===== src/rtl/rxbd_pkg.sv =====
package rxbd_pkg;

  localparam int BIT_EMPTY = 15;
  localparam int BIT_WRAP  = 13;
  localparam int BIT_LAST  = 11;

  localparam int BASIC_BYTES = 8;
  localparam int EXT_BYTES   = 32;

  localparam logic [1:0] RA_BASE  = 2'd0;
  localparam logic [1:0] RA_CTRL  = 2'd1;
  localparam logic [1:0] RA_SRST  = 2'd2;
  localparam logic [1:0] RA_EVCLR = 2'd3;

  typedef enum logic [3:0] {
    S_IDLE,
    S_RD_FLG,
    S_RD_PLO,
    S_RD_PHI,
    S_STREAM,
    S_WR_PAY,
    S_FIN,
    S_WR_LEN,
    S_WR_FLG,
    S_DROP
  } rxbd_state_e;

endpackage


===== src/rtl/rxbd_cfg.sv =====
module rxbd_cfg
  import rxbd_pkg::*;
#(
  parameter int AW = 32
) (
  input  logic          clk,
  input  logic          rst_n,
  input  logic          cfg_we,
  input  logic [1:0]    cfg_addr,
  input  logic [AW-1:0] cfg_wdata,
  output logic [AW-1:0] base_q,
  output logic          rx_en,
  output logic          ext_mode,
  output logic          drop_crc,
  output logic          base_load,
  output logic [AW-1:0] base_new,
  output logic          soft_rst,
  output logic [1:0]    ev_clr
);

  logic [AW-1:0] base_d;
  logic [2:0]    ctrl_q, ctrl_d;
  logic          ctrl_en;
  logic          unused_hi;

  assign unused_hi = ^cfg_wdata[AW-1:3];

  always_comb begin
    base_new  = {cfg_wdata[AW-1:2], 2'b00};
    base_load = cfg_we && (cfg_addr == RA_BASE) && !ctrl_q[0];
    ctrl_en   = cfg_we && (cfg_addr == RA_CTRL);
    soft_rst  = cfg_we && (cfg_addr == RA_SRST) && cfg_wdata[0];
    ev_clr    = (cfg_we && (cfg_addr == RA_EVCLR)) ? cfg_wdata[1:0] : 2'b00;
    base_d    = base_load ? base_new : base_q;
    ctrl_d    = ctrl_en ? cfg_wdata[2:0] : ctrl_q;
  end

  always_ff @(posedge clk or negedge rst_n) begin
    if (!rst_n) begin
      base_q <= '0;
      ctrl_q <= '0;
    end else begin
      if (base_load) base_q <= base_d;
      if (ctrl_en)   ctrl_q <= ctrl_d;
    end
  end

  assign rx_en    = ctrl_q[0];
  assign ext_mode = ctrl_q[1];
  assign drop_crc = ctrl_q[2];

endmodule


===== src/rtl/rxbd_ring_ptr.sv =====
module rxbd_ring_ptr
  import rxbd_pkg::*;
#(
  parameter int AW = 32
) (
  input  logic          clk,
  input  logic          rst_n,
  input  logic [AW-1:0] base_q,
  input  logic          base_load,
  input  logic [AW-1:0] base_new,
  input  logic          soft_rst,
  input  logic          adv,
  input  logic          wrap,
  input  logic          ext_mode,
  output logic [AW-1:0] cur_q
);

  localparam logic [AW-1:0] STEP_BASIC = AW'(BASIC_BYTES);
  localparam logic [AW-1:0] STEP_EXT   = AW'(EXT_BYTES);

  logic [AW-1:0] cur_d;
  logic [AW-1:0] step;
  logic          cur_en;

  always_comb begin
    step   = ext_mode ? STEP_EXT : STEP_BASIC;
    cur_en = base_load || soft_rst || adv;
    cur_d  = cur_q;
    if (base_load)     cur_d = base_new;
    else if (soft_rst) cur_d = base_q;
    else if (adv)      cur_d = wrap ? base_q : (cur_q + step);
  end

  always_ff @(posedge clk or negedge rst_n) begin
    if (!rst_n)      cur_q <= '0;
    else if (cur_en) cur_q <= cur_d;
  end

endmodule


===== src/rtl/rxbd_events.sv =====
module rxbd_events (
  input  logic       clk,
  input  logic       rst_n,
  input  logic       ev_set,
  input  logic [1:0] ev_clr,
  input  logic       soft_rst,
  output logic       irq_buf,
  output logic       irq_frame
);

  logic [1:0] ev_q, ev_d;

  always_comb begin
    ev_d = ev_q;
    if (soft_rst) ev_d = 2'b00;
    else          ev_d = ev_q & ~ev_clr;
    if (ev_set)   ev_d = 2'b11;
  end

  always_ff @(posedge clk or negedge rst_n) begin
    if (!rst_n) ev_q <= 2'b00;
    else        ev_q <= ev_d;
  end

  assign irq_buf   = ev_q[0];
  assign irq_frame = ev_q[1];

endmodule


===== src/rtl/rxbd_ctrl.sv =====
module rxbd_ctrl
  import rxbd_pkg::*;
#(
  parameter int AW      = 32,
  parameter int MAX_LEN = 8191
) (
  input  logic          clk,
  input  logic          rst_n,
  input  logic          rx_en,
  input  logic          drop_crc,
  input  logic [AW-1:0] cur,
  input  logic          rx_valid,
  input  logic [7:0]    rx_data,
  input  logic          rx_last,
  input  logic          rx_crc_ok,
  output logic          rx_ready,
  output logic          mem_valid,
  output logic          mem_we,
  output logic [AW-1:0] mem_addr,
  output logic [15:0]   mem_wdata,
  input  logic          mem_ready,
  input  logic [15:0]   mem_rdata,
  output logic          adv,
  output logic          wrap
);

  localparam int              LEN_W   = $clog2(MAX_LEN + 2);
  localparam logic [LEN_W-1:0] LEN_LIM = LEN_W'(MAX_LEN);
  localparam logic [AW-1:0]   OFS_FLG = AW'(2);
  localparam logic [AW-1:0]   OFS_PLO = AW'(4);
  localparam logic [AW-1:0]   OFS_PHI = AW'(6);

  rxbd_state_e      st_q, st_d;
  logic [15:0]      flg_q, flg_d;
  logic [AW-1:0]    ptr_q, ptr_d;
  logic [15:0]      hw_q, hw_d;
  logic [LEN_W-1:0] cnt_q, cnt_d, cnt_inc;
  logic             long_q, long_d, over;
  logic             crc_q, crc_d;
  logic             last_q, last_d;
  logic             wr_need;

  always_comb begin
    cnt_inc = (cnt_q > LEN_LIM) ? cnt_q : (cnt_q + 1'b1);
    over    = cnt_inc > LEN_LIM;
    wr_need = (cnt_q[0] || rx_last) && !over;
  end

  always_comb begin
    st_d      = st_q;
    flg_d     = flg_q;
    ptr_d     = ptr_q;
    hw_d      = hw_q;
    cnt_d     = cnt_q;
    long_d    = long_q;
    crc_d     = crc_q;
    last_d    = last_q;
    rx_ready  = 1'b0;
    mem_valid = 1'b0;
    mem_we    = 1'b0;
    mem_addr  = cur;
    mem_wdata = 16'h0000;
    adv       = 1'b0;
    case (st_q)
      S_IDLE: begin
        if (rx_valid) begin
          cnt_d  = '0;
          long_d = 1'b0;
          st_d   = rx_en ? S_RD_FLG : S_DROP;
        end
      end
      S_RD_FLG: begin
        mem_valid = 1'b1;
        mem_addr  = cur + OFS_FLG;
        if (mem_ready) begin
          flg_d = mem_rdata;
          st_d  = mem_rdata[BIT_EMPTY] ? S_RD_PLO : S_DROP;
        end
      end
      S_RD_PLO: begin
        mem_valid = 1'b1;
        mem_addr  = cur + OFS_PLO;
        if (mem_ready) begin
          ptr_d = {ptr_q[AW-1:16], mem_rdata};
          st_d  = S_RD_PHI;
        end
      end
      S_RD_PHI: begin
        mem_valid = 1'b1;
        mem_addr  = cur + OFS_PHI;
        if (mem_ready) begin
          ptr_d = {mem_rdata[AW-17:0], ptr_q[15:0]};
          st_d  = S_STREAM;
        end
      end
      S_STREAM: begin
        rx_ready = 1'b1;
        if (rx_valid) begin
          cnt_d  = cnt_inc;
          long_d = long_q || over;
          hw_d   = cnt_q[0] ? {rx_data, hw_q[7:0]} : {8'h00, rx_data};
          last_d = rx_last;
          crc_d  = rx_crc_ok;
          if (wr_need)      st_d = S_WR_PAY;
          else if (rx_last) st_d = S_FIN;
        end
      end
      S_WR_PAY: begin
        mem_valid = 1'b1;
        mem_we    = 1'b1;
        mem_addr  = ptr_q;
        mem_wdata = hw_q;
        if (mem_ready) begin
          ptr_d = ptr_q + AW'(2);
          st_d  = last_q ? S_FIN : S_STREAM;
        end
      end
      S_FIN: begin
        st_d = (long_q || (drop_crc && !crc_q)) ? S_IDLE : S_WR_LEN;
      end
      S_WR_LEN: begin
        mem_valid = 1'b1;
        mem_we    = 1'b1;
        mem_addr  = cur;
        mem_wdata = 16'(cnt_q);
        if (mem_ready) st_d = S_WR_FLG;
      end
      S_WR_FLG: begin
        mem_valid = 1'b1;
        mem_we    = 1'b1;
        mem_addr  = cur + OFS_FLG;
        mem_wdata = flg_q;
        mem_wdata[BIT_EMPTY] = 1'b0;
        mem_wdata[BIT_LAST]  = 1'b1;
        if (mem_ready) begin
          adv  = 1'b1;
          st_d = S_IDLE;
        end
      end
      S_DROP: begin
        rx_ready = 1'b1;
        if (rx_valid && rx_last) st_d = S_IDLE;
      end
      default: st_d = S_IDLE;
    endcase
  end

  assign wrap = flg_q[BIT_WRAP];

  always_ff @(posedge clk or negedge rst_n) begin
    if (!rst_n) begin
      st_q   <= S_IDLE;
      flg_q  <= '0;
      ptr_q  <= '0;
      hw_q   <= '0;
      cnt_q  <= '0;
      long_q <= 1'b0;
      crc_q  <= 1'b0;
      last_q <= 1'b0;
    end else begin
      st_q   <= st_d;
      flg_q  <= flg_d;
      ptr_q  <= ptr_d;
      hw_q   <= hw_d;
      cnt_q  <= cnt_d;
      long_q <= long_d;
      crc_q  <= crc_d;
      last_q <= last_d;
    end
  end

endmodule


===== src/rtl/rx_bd_engine.sv =====
module rx_bd_engine #(
  parameter int AW      = 32,
  parameter int MAX_LEN = 8191
) (
  input  logic          clk,
  input  logic          rst_n,
  input  logic          cfg_we,
  input  logic [1:0]    cfg_addr,
  input  logic [AW-1:0] cfg_wdata,
  input  logic          rx_valid,
  input  logic [7:0]    rx_data,
  input  logic          rx_last,
  input  logic          rx_crc_ok,
  output logic          rx_ready,
  output logic          mem_valid,
  output logic          mem_we,
  output logic [AW-1:0] mem_addr,
  output logic [15:0]   mem_wdata,
  input  logic          mem_ready,
  input  logic [15:0]   mem_rdata,
  output logic          irq_buf,
  output logic          irq_frame
);

  logic [1:0]    rst_sync_q;
  logic          rst_core_n;
  logic [AW-1:0] base_q, base_new, cur_q;
  logic          rx_en, ext_mode, drop_crc;
  logic          base_load, soft_rst;
  logic [1:0]    ev_clr;
  logic          ring_adv, ring_wrap;

  // reset asserts at once, releases two clocks later
  always_ff @(posedge clk or negedge rst_n) begin
    if (!rst_n) rst_sync_q <= 2'b00;
    else        rst_sync_q <= {rst_sync_q[0], 1'b1};
  end
  assign rst_core_n = rst_sync_q[1];

  rxbd_cfg #(.AW(AW)) u_cfg (
    .clk(clk), .rst_n(rst_core_n),
    .cfg_we(cfg_we), .cfg_addr(cfg_addr), .cfg_wdata(cfg_wdata),
    .base_q(base_q), .rx_en(rx_en), .ext_mode(ext_mode), .drop_crc(drop_crc),
    .base_load(base_load), .base_new(base_new), .soft_rst(soft_rst), .ev_clr(ev_clr)
  );

  rxbd_ring_ptr #(.AW(AW)) u_ring (
    .clk(clk), .rst_n(rst_core_n),
    .base_q(base_q), .base_load(base_load), .base_new(base_new),
    .soft_rst(soft_rst), .adv(ring_adv), .wrap(ring_wrap),
    .ext_mode(ext_mode), .cur_q(cur_q)
  );

  rxbd_ctrl #(.AW(AW), .MAX_LEN(MAX_LEN)) u_ctrl (
    .clk(clk), .rst_n(rst_core_n),
    .rx_en(rx_en), .drop_crc(drop_crc), .cur(cur_q),
    .rx_valid(rx_valid), .rx_data(rx_data), .rx_last(rx_last),
    .rx_crc_ok(rx_crc_ok), .rx_ready(rx_ready),
    .mem_valid(mem_valid), .mem_we(mem_we), .mem_addr(mem_addr),
    .mem_wdata(mem_wdata), .mem_ready(mem_ready), .mem_rdata(mem_rdata),
    .adv(ring_adv), .wrap(ring_wrap)
  );

  rxbd_events u_ev (
    .clk(clk), .rst_n(rst_core_n),
    .ev_set(ring_adv), .ev_clr(ev_clr), .soft_rst(soft_rst),
    .irq_buf(irq_buf), .irq_frame(irq_frame)
  );

endmodule


===== config.mk =====
export PLATFORM = sky130hd
export DESIGN_NAME = rx_bd_engine
export DESIGN_NICKNAME = d
export VERILOG_FILES = /design/src/rtl/rxbd_pkg.sv /design/src/rtl/rxbd_cfg.sv /design/src/rtl/rxbd_ring_ptr.sv /design/src/rtl/rxbd_events.sv /design/src/rtl/rxbd_ctrl.sv /design/src/rtl/rx_bd_engine.sv
export SDC_FILE = /design/constraint.sdc
export NUM_CORES = 1
export LEC_CHECK = 0
export ABC_AREA = 1
export CORE_MARGIN = 1
export CORE_UTILIZATION = 55
export DETAILED_ROUTE_END_ITERATION = 8
export HOLD_SLACK_MARGIN = 0.06
export PLACE_DENSITY = 0.84
export SLEW_MARGIN = 0
export SYNTH_ARGS = -nofsm -noshare
export SYNTH_HDL_FRONTEND = slang
export SYNTH_SLANG_ARGS = --single-unit

===== constraint.sdc =====
create_clock -name clk -period 12.88 [get_ports clk]
set_clock_uncertainty 0.05 [all_clocks]
set_input_delay 2.576 -clock clk [delete_from_list [all_inputs] [get_ports clk]]
set_output_delay 2.576 -clock clk [all_outputs]
set_load 0.005 [all_outputs]

## Word-level counts from Yosys, hierarchy flattened

Cells that the tools add are included.

- Bits of input ports: 65
- Output and inout port bits: 53
- Bits in read-only memories: 0
- Logic and storage cells: 128
- Bits in writable memories: 0
- Register bits after elaboration: 153
- Memories kept: 0
- Latch bits: 0

- Reductions and logical operators: 35
- Div/mod/pow operators: 0
- Shift-type cells: 0
- Muxes and demuxes: 43
- Add/subtract/negate cells: 6
- $lt $le $gt $ge: 2
- Multiply operators: 0
- Bitwise gates (word level): 5
- Equality and inequality tests: 22

Operator list:

| cell | number |
|---|---|
| 32-bit two-way mux | 6 |
| 32-bit case mux with 4 select lines | 1 |
| 32-bit case mux with 3 select lines | 1 |
| 32-bit by 2-bit adder with 32-bit output (second input constant) | 2 |
| 32-bit by 3-bit adder with 32-bit output (second input constant) | 2 |
| 4-bit two-way mux | 13 |
| 16-bit case mux with 3 select lines | 1 |
| 14-bit two-way mux | 3 |
| 4-bit case mux with 10 select lines | 1 |
| 32-bit adder | 1 |
| 16-bit two-way mux | 2 |
| 14-bit by 13-bit > comparator with 1-bit output (second input constant) | 2 |
| 14-bit case mux with 2 select lines | 1 |
| 4-bit by 3-bit equality test with 1-bit output (second input constant) | 4 |
| 2-bit != test (second input constant) | 8 |
| 14-bit by 1-bit adder with 14-bit output (second input constant) | 1 |
| 10-bit AND reduction | 1 |
| 1-bit logical AND | 9 |
| 4-bit by 2-bit equality test with 1-bit output (second input constant) | 2 |
| 4-bit equality test (second input constant) | 2 |
| 2-bit two-way mux | 4 |
| 4-bit AND reduction | 2 |
| 1-bit two-way mux | 7 |
| 6-bit two-way mux | 1 |
| 21 further kinds | 36 |

## Logic depth before layout (Yosys ltp)

- Word-level depth: 8
- Mapped depth: 17
- Mapped depth without buffers: 16

## Hierarchy

A second synthesis with hierarchy kept.

- Cell total of the unflattened synthesis: 1876
- Area total of the unflattened synthesis: 11837.6 um^2

Modules (own cells, without submodules):

| module | instances | area an instance (um^2) | cells each |
|---|---|---|---|
| rxbd_ctrl | 1 | 7191.9 | 1211 |
| rxbd_ring_ptr | 1 | 2855.2 | 463 |
| rxbd_cfg | 1 | 1655.3 | 189 |
| rxbd_events | 1 | 81.3 | 10 |
| rx_bd_engine | 1 | 53.8 | 3 |

## Worst setup path before layout

Ideal clock, no wire load.

- Kind: register to output
- Start: reg u_ctrl.st_q[3]
- End: out mem_addr[25]
- Cell stages (with the launch flop): 17
- Buffers on the path: 1
- Path slack: 7.950 ns
- Data arrival time: 2.304 ns
- Cells stage by stage: dfrtp_1 inv_2 nor2_1 nand2_2 inv_1 clkbuf_1 nor2_1 ha_1 nand2_1 nor2_2 nand2_1 nor2_1 nand2_1 o21ai_0 nand3b_1 nand2_1 nand2_1

- Cells in the longest elaborated chain, start to end: 3
- Elaborated cells on any way between the ends: 7

RTL lines:

| element | RTL line | text |
|---|---|---|
| start: declaration | rxbd_ctrl.sv:33 | `rxbd_state_e st_q, st_d;` |
| start signal: assignment | rxbd_ctrl.sv:161 | `st_q <= st_d;` |
| 4-bit by 1-bit equality test with 1-bit output or 4-bit equality test (tied branches) | rxbd_ctrl.sv:64 | `case (st_q)` |
| 2-bit OR reduction (no source line) | -- |  |
| 32-bit case mux with 4 select lines * | rxbd_ctrl.sv:64 |  |
| end: declaration | rx_bd_engine.sv:17 | `output logic [AW-1:0] mem_addr,` |

Mark *: on every way between the ends. The rest lies on a longest branch, timed or not.

## Worst setup path after layout

- Start: reg u_ctrl.st_q[2]
- End: out mem_addr[29]

Same word-level chain as after synthesis.

==> key figures <==
Run status
  • Run status: finished clean

Synthesis
  • Yosys top cell by area: dfrtp_1
  • Synthesized area: 10600 sq um
  • Syn Area/Cell: 6.38 sq um
  • Main synth FF type: dfrtp_1
  • Yosys top cell area share: 35.5%
  • Share of flip-flops with an asynchronous set or reset: 100%
  • EDFF count, synth: 0
  • Synth Instances: 1660
  • Synthesis-stage register bit count: 150
  • Cell variety after synth: 43
  • Register area share after synthesis: 35.5%
  • Net Count, Synth: 1732
  • Dominant cells by area after synthesis: dfrtp_1 35%, nand2_1 18%, inv_1 7.6%
  • Synth warn: 0

Timing
  • Max-slew violation count: 0
  • Peak Freq: 153 MHz
  • Max_slew headroom: 36.2%
  • Final Setup Violations: 0
  • Fin crit share: 50.8%
  • Setup TNS: 0 ns
  • RSZ-0062 raised after global routing: no
  • Hold Violations, Final: 0
  • Worst-Margin Slew: 0.956 ns
  • Min Tclk post-route: 6.55 ns

Global route
  • Initial antenna violation count: 1
  • Grt ovf: 0
  • All-Layer GR Usage: 38.4%
  • Largest net degree at the start of global routing: 64
  • Vias in the first global route: 11211
  • First-pass GRT wire length: 58800 microns

Final layout
  • Syn-to-layout area delta: 16.9%
  • Most frequent cells in the layout: 506 x nand2_1, 214 x inv_1, 206 x nor2_1, 149 x dfrtp_1, 144 x nand3_1
  • Most common cell after layout, fill and taps aside: nand2_1
  • Post-layout util: 65.9%
  • Fin cells: 1995
  • # nets final: 1821
  • Fraction of layout cells with a size suffix above 1: 4.71%
  • Final Instance Area: 12400 sq um
  • Diodes inserted: 0

Critical path
  • CP required: 10.25 ns
  • Crit path max-delay family: simple AND/OR/NAND/NOR gates
  • Critical path capture point type: output pin
  • Most frequent CP cell: nand2_1
  • Slowest-stage cell, CP: dfrtp_1
  • Startpoint Class: flop
  • Worst-path maximum fanout: 14
  • Buf+Inv Stages, Crit Path: 2
  • CP Class: flop to output pin
  • CP max stage delay: 0.53 ns
  • Critical path cell sequence: nor2_1 > nand2_2 > inv_1 > nor2_1 > ha_1 > nand2_1 > nor2_2 > nand2_1 > nor2_1 > nand3_1 > nand2_1 > nand2_1 > nand2_1 > o21ai_1 > nand2_1 > clkdlybuf4s50_1
  • Critical Path AT: 3.92 ns

Routing
  • DRT iter0 DRCs: 1104
  • Total routed wirelength: 36700 microns
  • Vias: 11880
  • Remaining antenna violation count: 0
  • Vias per std cell: 5.95
  • DRC Markers: 0
  • WL/cell: 18.4 microns
  • DRT Pass-1 Iters: 7

Place
  • PortBufs: 117
  • Final GP Congestion: 1.00
  • Placed insts: 1964
  • Detailed placer's ending HPWL: 27400 microns
  • Post-Place Cell Area: 11800 sq um

Clock tree
  • Clk_lat worst skew: 0.44 ns
  • H-tree depth: 4
  • CTS tree: done
  • TritonCTS buffer count: 17
  • Hold bufs inserted after CTS: 0
  • Setup bufs post-CTS: 0
  • Clk buf depth: 2
  • Clk sink count: 150
  • Root Buffer: clkbuf_16
  • Post-cts sizing count: 0
  • Clock-pin slew on the worst setup and hold paths: 0.07 ns

Power
  • PD cells: 231 nW/um^2
  • Pleak: 5.85 nW
  • Worst VDD drop: 0.118 mV

Worst hold path
  • Worst Hold Class: flop to asynchronous set/reset pin

Floorplanning
  • Top Ports: 118
  • FP Rows: 50
  • Die ar.: 19800 sq um
  • Die Wd: 141 microns
  • Core area: 18800 sq um
  • Height of the die: 141 microns
  • Starting Density: 56.4%

Flow run
  • Max cap viols: 0
-- per-layer routing --
metal,wire [microns],up-vias,track usage (%)
li1,-,5545,-
met1,14900,5534,51.3
met2,16700,687,61.3
met3,3410,112,5.91
met4,1690,2,18.2
met5,9,-,0
-- path summary, 6_finish.rpt --
check,startpoint,to,slack (ns),cells past startpoint
max in group asynchronous,rst_n,rst_sync_q[1],10.40,1
min in group clk,rst_sync_q[0],rst_sync_q[1],0.31,0
hold reg to reg,rst_sync_q[1],u_ev.ev_q[0],0.28,0
setup reg to reg,u_ctrl.st_q[2],u_ctrl.ptr_q[19],9.73,11
hold / removal,rst_sync_q[1],u_ev.ev_q[0],0.28,0
setup / recovery,u_ctrl.st_q[2],mem_addr[29],6.33,16
-- area by class of cell --
| type | instances | area [sq um] |
|---|---|---|
| well taps | 234 | 293 |
| flip-flops and latches | 150 | 3760 |
| fillers | 1729 | 6390 |
| inverters | 227 | 852 |
| multi-input cells | 1230 | 5700 |
| clock inverters | 12 | 119 |
| repair buffers | 123 | 1220 |
| clock buffers | 19 | 433 |
-- report_power, final --
| part | leakage, nW | switching (W) | total, W | internal (W) |
|---|---|---|---|---|
| clock network | 0.262 | 0.000221 | 0.000489 | 0.000268 |
| logic | 3.75 | 0.000922 | 0.00151 | 0.000593 |
| registers | 1.84 | 0.000220 | 0.000856 | 0.000636 |
| total | 5.85 | 0.00136 | 0.00286 | 0.00150 |
-- through the flow --
stage	total power (W)	setup slack, ns	hold WS [ns]
floorplan	0.00170	7.95	0.281
global placement	0.00231	6.98	0.282
detailed placement	0.00233	6.89	0.300
CTS	0.00282	6.39	0.305
global route	0.00305	6.05	0.327
finish	0.00286	6.33	0.285
-- cell usage after synthesis (2+ instances only) --
cell and n:
o21ai_2 6, inv_1 214, o21ai_0 116, clkbuf_1 16
nand3_2 2, buf_2 23, nor2_2 7, nand2_2 10
mux2_2 3, o21ai_1 16, nand3_1 144, dfrtp_1 150
o2111ai_1 6, a31oi_1 6, clkbuf_2 4, buf_4 3
nor2_1 206, buf_1 3, buf_6 4, nand2_1 506
a21oi_1 70, nand4_1 17, nor2_4 2, nor3_1 15
o21bai_1 18, o221ai_1 7, ha_1 7, o22ai_1 16
inv_2 13, nand3b_1 3, xor2_1 6, a22oi_1 13
o211ai_1 18
-- flip-flops by register name (all words and copies together), names as in the netlist --
register	count
u_ctrl.ptr_q	32
u_cfg.base_q	30
u_ring.cur_q	30
u_ctrl.hw_q	16
u_ctrl.cnt_q	14
u_ctrl.flg_q	14
u_ctrl.st_q	4
u_cfg.ctrl_q	3
rst_sync_q	2
u_ev.ev_q	2
u_ctrl.crc_q	1
u_ctrl.last_q	1
u_ctrl.long_q	1
-- kinds of logic after synthesis --
group | share of synthesized area, %
AOI/OAI and AO/OA | 16.5
xor gates and xnor gates | 0.497
adders and majority gates | 0.828
buffers and inverters | 10.6
DFF | 35.5
muxes | 0.319
other | 0.0354
and+or+nand+nor | 35.7
No activity file was read; power rests on OpenSTA's default activity.
